`src/rtl/rxf_pkg.sv`:
```
package rxf_pkg;
  localparam int unsigned WORD_W = 32;
  localparam int unsigned CH_W   = 4;
  localparam int unsigned BC_W   = 11;
  localparam int unsigned PID_W  = 2;
  localparam int unsigned CODE_W = 4;
  localparam int unsigned NW_W   = BC_W - 1;
  localparam int unsigned BC_LSB = CH_W;
  localparam int unsigned RSV_W  = WORD_W - CH_W - BC_W - PID_W - CODE_W;

  typedef struct packed {
    logic [RSV_W-1:0]  rsvd;
    logic [CODE_W-1:0] code;
    logic [PID_W-1:0]  pid;
    logic [BC_W-1:0]   bcnt;
    logic [CH_W-1:0]   ch;
  } rx_sts_t;

  function automatic logic [NW_W-1:0] words_of(input logic [BC_W-1:0] bc);
    return NW_W'(((BC_W+1)'({1'b0, bc}) + (BC_W+1)'(3)) >> 2);
  endfunction

  function automatic logic [WORD_W-1:0] keep_mask(input logic [1:0] lb);
    case (lb)
      2'd1:    return 32'h0000_00FF;
      2'd2:    return 32'h0000_FFFF;
      2'd3:    return 32'h00FF_FFFF;
      default: return '1;
    endcase
  endfunction
endpackage

```
`src/rtl/rx_ram.sv`:
```
module rx_ram #(
  parameter int unsigned DEPTH = 32,
  parameter int unsigned W     = 32,
  localparam int unsigned AW   = $clog2(DEPTH)
) (
  input  logic          clk_i,
  input  logic          we_i,
  input  logic [AW-1:0] waddr_i,
  input  logic [W-1:0]  wdata_i,
  input  logic [AW-1:0] raddr_i,
  output logic [W-1:0]  rdata_o
);
  logic [W-1:0] mem_q [DEPTH];

  always_ff @(posedge clk_i) begin
    if (we_i) mem_q[waddr_i] <= wdata_i;
  end

  assign rdata_o = mem_q[raddr_i];
endmodule

```
`src/rtl/rx_wr_ctrl.sv`:
```
module rx_wr_ctrl
  import rxf_pkg::*;
#(
  parameter int unsigned DEPTH = 32,
  localparam int unsigned AW   = $clog2(DEPTH),
  localparam int unsigned PW   = AW + 1
) (
  input  logic              clk_i,
  input  logic              rst_ni,
  input  logic              sts_vld_i,
  input  rx_sts_t           sts_i,
  input  logic              dat_vld_i,
  input  logic [WORD_W-1:0] dat_i,
  input  logic [PW-1:0]     rd_ptr_i,
  output logic              we_o,
  output logic [AW-1:0]     waddr_o,
  output logic [WORD_W-1:0] wdata_o,
  output logic [PW-1:0]     commit_ptr_o,
  output logic              ovf_o
);
  typedef enum logic [1:0] {S_IDLE, S_RECV, S_DROP} wr_state_e;

  wr_state_e       state_q;
  logic [PW-1:0]   wp_q, cwp_q;
  logic [NW_W-1:0] rem_q, nw;
  logic [1:0]      lb_q;
  logic [PW-1:0]   occ;
  logic            fits;

  always_comb begin
    occ     = wp_q - rd_ptr_i;
    nw      = words_of(sts_i.bcnt);
    // status word plus all payload words must fit
    fits    = (32'(nw) + 32'd1) <= (32'(DEPTH) - 32'(occ));
    we_o    = 1'b0;
    waddr_o = wp_q[AW-1:0];
    wdata_o = '0;
    case (state_q)
      S_IDLE: if (sts_vld_i && fits) begin
        we_o    = 1'b1;
        wdata_o = sts_i;
      end
      S_RECV: if (dat_vld_i) begin
        we_o    = 1'b1;
        wdata_o = (rem_q == NW_W'(1)) ? (dat_i & keep_mask(lb_q)) : dat_i;
      end
      default: ;
    endcase
  end

  always_ff @(posedge clk_i or negedge rst_ni) begin
    if (!rst_ni) begin
      state_q <= S_IDLE;
      wp_q    <= '0;
      cwp_q   <= '0;
      rem_q   <= '0;
      lb_q    <= '0;
      ovf_o   <= 1'b0;
    end else begin
      ovf_o <= 1'b0;
      if (we_o) wp_q <= wp_q + PW'(1);
      case (state_q)
        S_IDLE: if (sts_vld_i) begin
          if (fits) begin
            if (nw == '0) cwp_q <= wp_q + PW'(1);
            else begin
              state_q <= S_RECV;
              rem_q   <= nw;
              lb_q    <= sts_i.bcnt[1:0];
            end
          end else begin
            ovf_o <= 1'b1;
            if (nw != '0) begin
              state_q <= S_DROP;
              rem_q   <= nw;
            end
          end
        end
        S_RECV: if (dat_vld_i) begin
          rem_q <= rem_q - NW_W'(1);
          if (rem_q == NW_W'(1)) begin
            cwp_q   <= wp_q + PW'(1);
            state_q <= S_IDLE;
          end
        end
        S_DROP: if (dat_vld_i) begin
          rem_q <= rem_q - NW_W'(1);
          if (rem_q == NW_W'(1)) state_q <= S_IDLE;
        end
        default: state_q <= S_IDLE;
      endcase
    end
  end

  assign commit_ptr_o = cwp_q;

  assert_no_overrun_R3: assert property (@(posedge clk_i) disable iff (!rst_ni)
    we_o |-> (32'(occ) < 32'(DEPTH)));
  assert_drop_pulse_R3: assert property (@(posedge clk_i) disable iff (!rst_ni)
    (sts_vld_i && state_q == S_IDLE && !fits) |=> ovf_o);
  assert_drop_no_write_R3: assert property (@(posedge clk_i) disable iff (!rst_ni)
    (state_q == S_DROP) |-> !we_o);
  assert_last_mask_R4: assert property (@(posedge clk_i) disable iff (!rst_ni)
    (we_o && state_q == S_RECV && rem_q == NW_W'(1) && lb_q == 2'd1) |-> (wdata_o[31:8] == '0));
  assert_commit_behind_R7: assert property (@(posedge clk_i) disable iff (!rst_ni)
    32'(PW'(wp_q - cwp_q)) <= 32'(DEPTH));
endmodule

```
`src/rtl/rx_rd_parse.sv`:
```
module rx_rd_parse
  import rxf_pkg::*;
#(
  parameter int unsigned DEPTH = 32,
  localparam int unsigned AW   = $clog2(DEPTH),
  localparam int unsigned PW   = AW + 1
) (
  input  logic            clk_i,
  input  logic            rst_ni,
  input  logic            pop_i,
  input  logic [PW-1:0]   commit_ptr_i,
  input  logic [BC_W-1:0] head_bcnt_i,
  output logic [PW-1:0]   rd_ptr_o,
  output logic [AW-1:0]   raddr_o,
  output logic            valid_o,
  output logic            sts_avail_o
);
  logic [PW-1:0]   rp_q;
  logic [NW_W-1:0] rem_q;  // payload words left in the packet at the head

  assign valid_o     = (commit_ptr_i != rp_q);
  assign sts_avail_o = valid_o && (rem_q == '0);
  assign rd_ptr_o    = rp_q;
  assign raddr_o     = rp_q[AW-1:0];

  always_ff @(posedge clk_i or negedge rst_ni) begin
    if (!rst_ni) begin
      rp_q  <= '0;
      rem_q <= '0;
    end else if (pop_i && valid_o) begin
      rp_q <= rp_q + PW'(1);
      if (rem_q == '0) rem_q <= words_of(head_bcnt_i);
      else             rem_q <= rem_q - NW_W'(1);
    end
  end

  assert_empty_pop_R9: assert property (@(posedge clk_i) disable iff (!rst_ni)
    (pop_i && !valid_o) |=> $stable(rp_q));
  assert_zlp_next_sts_R6: assert property (@(posedge clk_i) disable iff (!rst_ni)
    (pop_i && sts_avail_o && head_bcnt_i == '0) |=> (rem_q == '0));
endmodule

```
`src/rtl/rx_pkt_fifo.sv`:
```
module rx_pkt_fifo
  import rxf_pkg::*;
#(
  parameter int unsigned DEPTH = 32,
  localparam int unsigned AW   = $clog2(DEPTH),
  localparam int unsigned PW   = AW + 1
) (
  input  logic        clk_i,
  input  logic        rst_ni,
  input  logic        lnk_sts_vld_i,
  input  logic [3:0]  lnk_ch_i,
  input  logic [10:0] lnk_bcnt_i,
  input  logic [1:0]  lnk_pid_i,
  input  logic [3:0]  lnk_code_i,
  input  logic        lnk_dat_vld_i,
  input  logic [31:0] lnk_dat_i,
  output logic        lnk_ovf_o,
  input  logic        rd_pop_i,
  output logic [31:0] rd_data_o,
  output logic        rd_valid_o,
  output logic        rd_sts_avail_o
);
  rx_sts_t           sts;
  logic              we;
  logic [AW-1:0]     waddr, raddr;
  logic [WORD_W-1:0] wdata;
  logic [PW-1:0]     cwp, rp;

  always_comb begin
    sts      = '0;
    sts.ch   = lnk_ch_i;
    sts.bcnt = lnk_bcnt_i;
    sts.pid  = lnk_pid_i;
    sts.code = lnk_code_i;
  end

  rx_wr_ctrl #(.DEPTH(DEPTH)) i_wr (
    .clk_i, .rst_ni,
    .sts_vld_i(lnk_sts_vld_i), .sts_i(sts),
    .dat_vld_i(lnk_dat_vld_i), .dat_i(lnk_dat_i),
    .rd_ptr_i(rp),
    .we_o(we), .waddr_o(waddr), .wdata_o(wdata),
    .commit_ptr_o(cwp), .ovf_o(lnk_ovf_o)
  );

  rx_ram #(.DEPTH(DEPTH), .W(WORD_W)) i_ram (
    .clk_i, .we_i(we), .waddr_i(waddr), .wdata_i(wdata),
    .raddr_i(raddr), .rdata_o(rd_data_o)
  );

  rx_rd_parse #(.DEPTH(DEPTH)) i_rd (
    .clk_i, .rst_ni,
    .pop_i(rd_pop_i), .commit_ptr_i(cwp),
    .head_bcnt_i(rd_data_o[BC_LSB +: BC_W]),
    .rd_ptr_o(rp), .raddr_o(raddr),
    .valid_o(rd_valid_o), .sts_avail_o(rd_sts_avail_o)
  );

  assert_occ_bound_R5: assert property (@(posedge clk_i) disable iff (!rst_ni)
    32'(PW'(cwp - rp)) <= 32'(DEPTH));
  assert_sts_flag_R8: assert property (@(posedge clk_i) disable iff (!rst_ni)
    rd_sts_avail_o |-> rd_valid_o);
endmodule

```
`config.mk`:
```
export PLATFORM = sky130hd
export DESIGN_NAME = rx_pkt_fifo
export DESIGN_NICKNAME = d
export VERILOG_FILES = /design/src/rtl/rxf_pkg.sv /design/src/rtl/rx_ram.sv /design/src/rtl/rx_wr_ctrl.sv /design/src/rtl/rx_rd_parse.sv /design/src/rtl/rx_pkt_fifo.sv
export SDC_FILE = /design/constraint.sdc
export NUM_CORES = 1
export LEC_CHECK = 0
export BUFFER_PORTS_ARGS = -buffer_cell sky130_fd_sc_hd__buf_4
export CORE_MARGIN = 8
export CORE_UTILIZATION = 50
export CTS_CLUSTER_SIZE = 25
export DETAILED_ROUTE_END_ITERATION = 6
export PLACE_DENSITY_LB_ADDON = 0.12
export SLEW_MARGIN = 20
export SYNTH_ARGS = -nofsm -noshare
export SYNTH_HDL_FRONTEND = slang
export SYNTH_HIERARCHICAL = 1
export SYNTH_SLANG_ARGS = --single-unit
```
`constraint.sdc`:
```
create_clock -name clk_i -period 7.8 [get_ports clk_i]
set_input_delay 0.78 -clock clk_i [delete_from_list [all_inputs] [get_ports clk_i]]
set_output_delay 0.78 -clock clk_i [all_outputs]
set_load 0.01 [all_outputs]
```
== Word-level counts from Yosys, hierarchy flattened ==
Memories as Yosys holds them, arrays and structs flattened.
Cells that the tools add are included.

* Flip-flop bits (word level): 43
* Bits in latches: 0
* Bits in writable memories: 1024
* ROM bits: 0
* Bits of input ports: 58
* Output and inout bits: 35
* Memories: 1

{| class="wikitable"
|+ Memories
! name !! depth !! bits a word !! read ports !! clocked after Yosys merged registers in !! write ports !! RTL line !! text
|-
| i_ram.mem_q || 32 || 32 || 1 || 0 || 1 || rx_ram.sv:13 || <nowiki>logic [W-1:0] mem_q [DEPTH];</nowiki>
|}

* $add $sub $neg: 9
* $mul: 0
* Divide/modulo/power cells: 0
* Order comparisons: 1
* Equal/unequal tests: 16
* Shift operators: 0
* Mux-type cells: 35
* Bitwise gates (word level): 2
* Reductions and logical operators: 14

{| class="wikitable"
|+ Operator list
! operator !! number
|-
| 32-bit 2-to-1 mux || 4
|-
| 32-bit one-hot mux with 3 select lines || 1
|-
| 32-bit one-hot mux with 2 select lines || 1
|-
| 10-bit 2-to-1 mux || 6
|-
| 32-bit AND || 1
|-
| 32-bit less-or-equal comparator || 1
|-
| 6-bit 2-to-1 mux || 5
|-
| 11-bit by 2-bit adder with 12-bit output, second input constant || 2
|-
| 21-bit 2-to-1 mux || 1
|-
| 10-bit zero test || 2
|-
| 10-bit one-hot mux with 2 select lines || 1
|-
| 10-bit by 1-bit subtractor with 10-bit output, second input constant || 2
|-
| 6-bit by 1-bit adder with 6-bit output, second input constant || 2
|-
| 2-bit 2-to-1 mux || 6
|-
| 6-bit one-hot mux with 2 select lines || 1
|-
| 10-bit by 1-bit adder with 11-bit output, second input constant || 1
|-
| 10-bit by 1-bit equality test with 1-bit output, second input constant || 1
|-
| 2-bit by 1-bit inequality test with 1-bit output, second input constant || 5
|-
| 5-bit AND reduction || 2
|-
| 10-bit nonzero test || 1
|-
| 1-bit 2-to-1 mux || 7
|-
| 6-bit by 6-bit subtractor with 7-bit output, first input constant || 1
|-
| 2-bit equality test, second input constant || 3
|-
| 6-bit inequality test || 1
|-
| 14 further kinds || 19
|}

== Logic depth before layout (Yosys ltp) ==
* Word-level depth: 8
* Depth in mapped cells: 20

== Hierarchy ==
Netlist, hierarchy kept.

{| class="wikitable"
|+ By module, submodules not included
! module !! instances !! cells an instance !! area each (um^2) !! seq. area each (um^2)
|-
| rx_ram || 1 || 2228 || 39850.7 || 30749.5
|-
| rx_wr_ctrl || 1 || 330 || 2870.3 || 675.6
|-
| rx_rd_parse || 1 || 123 || 1174.9 || 400.4
|-
| rx_pkt_fifo || 1 || 1 || 3.8 || 0.0
|}

== Worst setup path before layout ==
No wires, ideal clock.

* Path kind: register to register
* From: register i_rd.rp_q[0], in the netlist i_rd/rd_ptr_o[0]
* To: memory i_ram.mem_q[12][0], enable pin
* Library setup time: 421 ps
* Arrival: 5432 ps
* Required time: 7379 ps
* Slack: 1947 ps
* Cell stages (with the launch flop): 20
* Buffers on the path: 2
* Period minus slack after synthesis: 5853 ps
* Path through: dfrtp_1 -> buf_4 -> ha_1 -> inv_1 -> fa_1 -> inv_1 -> ha_1 -> nand3b_1 -> mux2_2 -> o32a_4 -> inv_6 -> ha_1 -> a211oi_1 -> o21ai_0 -> o21ai_0 -> o21ai_2 -> inv_1 -> or3b_2 -> clkbuf_1 -> nor2_1

* Longest elaborated chain between the ends: 8

{| class="wikitable"
|+ Ends and longest elaborated chain
! item !! RTL line !! text
|-
| start: declaration || rx_rd_parse.sv:18 || <nowiki>logic [PW-1:0] rp_q;</nowiki>
|-
| start signal: assignment || rx_rd_parse.sv:31 || <nowiki>rp_q <= rp_q + PW'(1);</nowiki>
|-
| 6-bit subtractor || rx_wr_ctrl.sv:31 || <nowiki>occ = wp_q - rd_ptr_i;</nowiki>
|-
| 6-bit by 6-bit subtractor with 7-bit output || rx_wr_ctrl.sv:34 || <nowiki>fits = (32'(nw) + 32'd1) <= (32'(DEPTH) - 32'(occ));</nowiki>
|-
| 32-bit less-or-equal comparator || rx_wr_ctrl.sv:34 ||
|-
| 1-bit logical AND || rx_wr_ctrl.sv:39 || <nowiki>S_IDLE: if (sts_vld_i && fits) begin</nowiki>
|-
| 1-bit 2-to-1 mux || rx_wr_ctrl.sv:39 ||
|-
| 1-bit one-hot mux with 2 select lines || rx_wr_ctrl.sv:38 || <nowiki>case (state_q)</nowiki>
|-
| named net we || rx_pkt_fifo.sv:24 || <nowiki>logic we;</nowiki>
|-
| 1-bit 2-to-1 mux || rx_ram.sv:16 || <nowiki>if (we_i) mem_q[waddr_i] <= wdata_i;</nowiki>
|-
| 1-bit 2-to-1 mux (not written as such) || rx_ram.sv:16 ||
|-
| end: declaration || rx_ram.sv:13 ||
|}

The timed path passes the listed nets, and every way through them passes these cells.

== Final worst setup path ==
* From: register i_rd.rp_q[0], in the netlist i_rd/rd_ptr_o[0]
* To: memory i_ram.mem_q[27][9], enable pin

Same word-level chain as after synthesis.

==> flow_summary.yaml <==
run_status:
  status: "finished clean"
worst_setup_path:
  arrival_ns: 6.78
  critPathLaunch: "i_rd/rd_ptr_o[0]"
  startpoint_type: "flip-flop"
  path_class: "flip-flop to flip-flop"
  end_kind: "flip-flop"
  worstReg2RegStart: "i_rd/rd_ptr_o[0]"
  crit_path_max_fanout: 31
  crit_end: "i_ram/mem_q[27][9]"
  required_ns: 8.15
  rr_endpoint: "i_ram/mem_q[27][9]"
  reg2reg_depth: 17
  r2r_setup_slack_ns: 1.37
layout:
  postLayoutCellArea_sq_um: 49620
  antenna_cells: 0
  syn_to_final_growth_pct: 13.04
  drive_gt1_share_pct: 13.97
  instances_no_fill: 4054
  fin_nets: 2892
  layout.filler_cells: 6657
power_and_ir_drop:
  powerDensity_nw_per_um2: 422.3
  clkPwrFrac_pct: 24.6
  vdd_drop_max_uv: 358.1
  switching_share_pct: 37.26
  power.switching_w: 0.007809
  p_leak_nw: 17.71
  power.internal_w: 0.01315
  finalPower_w: 0.02096
  pwr-share-comb_pct: 37.9
  seqPwrFrac_pct: 37.5
clocking:
  cts_made_buffers: 108
  cts.repair.resized: 0
  holdBufCountCts: 0
  clk_pin_slew_ns: 0.06
  cts_tree: "done"
  clock_sinks: 1067
  root_buffer: "clkbuf_16"
  cts_setup_buffers: 0
  clk_latency_ns: 0.67
  cts.path.max_buffers: 3
  htreeDepth: 3
sta:
  finClkSkew_ns: 0.02731
  hold_viol: 0
  setup_viol: 0
  period_share_pct: 82.40
  rsz0062_at_grt: "no"
  tns_ns: 0
  finalCriticalPeriod_ns: 6.427
  max_freq_mhz: 155.6
  final_max_slew_viol_count: 0
  fin_ws_ns: 1.373
  tightest_slew_ns: 1.188
  max_slew_margin_pct: 20.77
routing:
  drt-pass1-iter-count: 5
  post_drt_wl_per_cell_um: 27.91
  drt_wl_total_um: 113100
  drtIter0Drc: 2383
  drc: 0
  antenna_left: 0
  vias: 24530
  viasPerCell: 6.052
floorplanning:
  die_x_um: 312.3
  die-area_sq_um: 97540
  core_sq_um: 86890
  die_height_um: 312.3
  row_count: 108
  io_pins: 93
  initial_utilization_pct: 50.52
logic_synthesis:
  synth_cell_types: 78
  ys_async_sr_fraction_pct: 4.030
  synth_cells: 2682
  synth_edf_count: 1024
  synth.area.top_cells: "edfxtp_1 70%, mux2i_1 12%, dfrtp_1 2.5%"
  syn_area_sq_um: 43900
  yosys_warnings: 6
  syn_avg_cell_area_sq_um: 16.37
  synth.top_cell.area_share_pct: 70.05
  synth-main-ff-cell: "edfxtp_1"
  yosysTopAreaCell: "edfxtp_1"
  ys_seq_elements: 1067
  yosysSeqAreaShare_pct: 72.50
run:
  max-cap-violations: 0
global_routing:
  antenna_found_initial: 1
  grt_first_pass_wirelength_um: 164300
  grt_pass1_vias: 24140
  grt_use_total_pct: 22.50
  grt_max_degree: 129
  gr-total-overflow: 0
place:
  dp.cells: 3849
  dp_hpwl_um: 68890
  post-place-ws_ns: 1.380
  portBuffers: 92
  dpl-instance-area_sq_um: 46010
  gp_congestion: 0.8764
min_path:
  hp-class: "input port to async pin"
==> power groups by stage <==
stage / Sequential, W / Clock [W] / Combinational [W]
after floorplan: 0.00784 / 0 / 0.00506
after CTS: 0.00785 / 0.00524 / 0.00795
after global routing: 0.00790 / 0.00544 / 0.00844
final: 0.00785 / 0.00516 / 0.00795
after detailed placement: 0.00797 / 0 / 0.00792
after global placement: 0.00795 / 0 / 0.00783
==> placed cells by master (no fill, tap or decap), types with 7 or more instances in the layout <==
cell	count
o211ai_1	8
a22o_2	13
conb_1	11
bufinv_16	13
clkinv_1	29
and3_1	7
a22o_1	83
clkbuf_16	108
o21ai_0	16
or3_1	7
buf_12	7
nor2_4	33
ha_1	27
edfxtp_1	1024
inv_1	30
mux2i_1	515
xnor2_1	33
nand2_1	126
mux2_4	8
clkbuf_1	17
nor2_1	27
nand4_1	9
a22oi_1	99
nand3_1	111
a31oi_1	33
clkinv_2	16
dfrtp_1	42
buf_4	148
a21oi_1	123
nor3_1	43
xor2_1	15
==> sequential cells by signal, summed over array words and instances (netlist names) <==
signal / cells
i_ram/mem_q: 1024
i_rd/rd_ptr_o: 6
i_rd/rem_q: 10
i_wr/commit_ptr_o: 6
i_wr/lb_q: 2
i_wr/ovf_o: 1
i_wr/rem_q: 10
i_wr/state_q: 2
i_wr/wp_q: 6
==> metal layers <==
layer	vias up	GRT usage [%]	part of all wire, %
li1	10800	-	-
met2	935	36.83	48
met1	12650	31.95	43
met5	-	0	0.0097
met3	143	3.498	7.1
met4	2	4.886	1.9
==> worst min path at each step <==
stage,to,startpoint,cells past startpoint,slack [ns]
4_1_cts,i_wr/rem_q[7],rst_ni,1,0.12
3_3_place_gp,i_wr/commit_ptr_o[2],i_wr/commit_ptr_o[2],1,0.53
3_5_place_dp,i_wr/commit_ptr_o[0],i_wr/commit_ptr_o[0],1,0.53
2_1_floorplan,i_wr/lb_q[1],i_wr/lb_q[1],1,0.46
5_1_grt,i_wr/rem_q[7],rst_ni,1,0.13
6_report,i_wr/rem_q[6],rst_ni,1,0.12
==> Yosys cell counts, types with 4 or more instances <==
cell	instances
buf_2	31
buf_1	5
o211ai_1	8
a31oi_1	33
buf_4	44
nor4_1	5
edfxtp_1	1024
a22oi_1	99
nand3b_1	6
nand3_1	111
o21ai_1	4
buf_6	19
dfrtp_1	43
nand4_1	9
xor2_1	15
and2_1	5
o22ai_1	5
a22o_1	96
nor3_1	43
nor2_1	60
ha_1	27
a21oi_1	124
or3_1	7
mux2_4	8
o21ai_0	16
mux2i_1	515
nand2b_1	4
inv_1	30
nor2b_1	4
xnor2_1	33
and3_1	7
clkbuf_1	52
nand2_1	127
==> critical path: stages (launching register included) <==
cell	delay, ns
dfrtp_4	0.77
ha_1	0.27
inv_1	0.06
fa_1	0.40
xnor2_1	0.33
nand3b_1	0.12
mux2_2	0.30
o32a_4	0.26
inv_6	0.11
ha_1	0.26
a211oi_1	0.23
o21ai_0	0.18
o21ai_0	0.51
o21ai_2	0.20
inv_1	0.16
nand3_1	0.65
nor2_4	0.94
buf_4	0.35
==> final cells by class <==
cell class	count	area, sq um	area share (%)
multi-input combinational	1441	11350	22.88
tap	1155	1445	2.912
clock inverter	77	785.8	1.583
sequential	1067	31830	64.14
timing repair buffer	157	1306	2.632
inverter	31	121.4	0.2446
clock buffer	126	2780	5.603
==> cells by family (layout without fill, tap and decap cells) <==
kind of cell,Yosys count,in the layout,synth area share [%]
other cells,1,11,0.008542
fa+ha+maj,29,29,0.8379
simple gates,407,407,4.458
xor+xnor,49,49,0.9947
flops,1067,1067,72.50
compound gates,418,418,6.695
buf+inv,184,391,2.391
mux,527,527,12.12
==> per-stage QoR <==
stage	hold WS [ns]	util, %
2_1_floorplan	0.4642	-
3_3_place_gp	0.5292	52.89
3_5_place_dp	0.5266	52.95
4_1_cts	0.1165	57.05
5_1_grt	0.1334	57.11
6_report	0.1161	57.11
(Power assumes the default switching activity.)
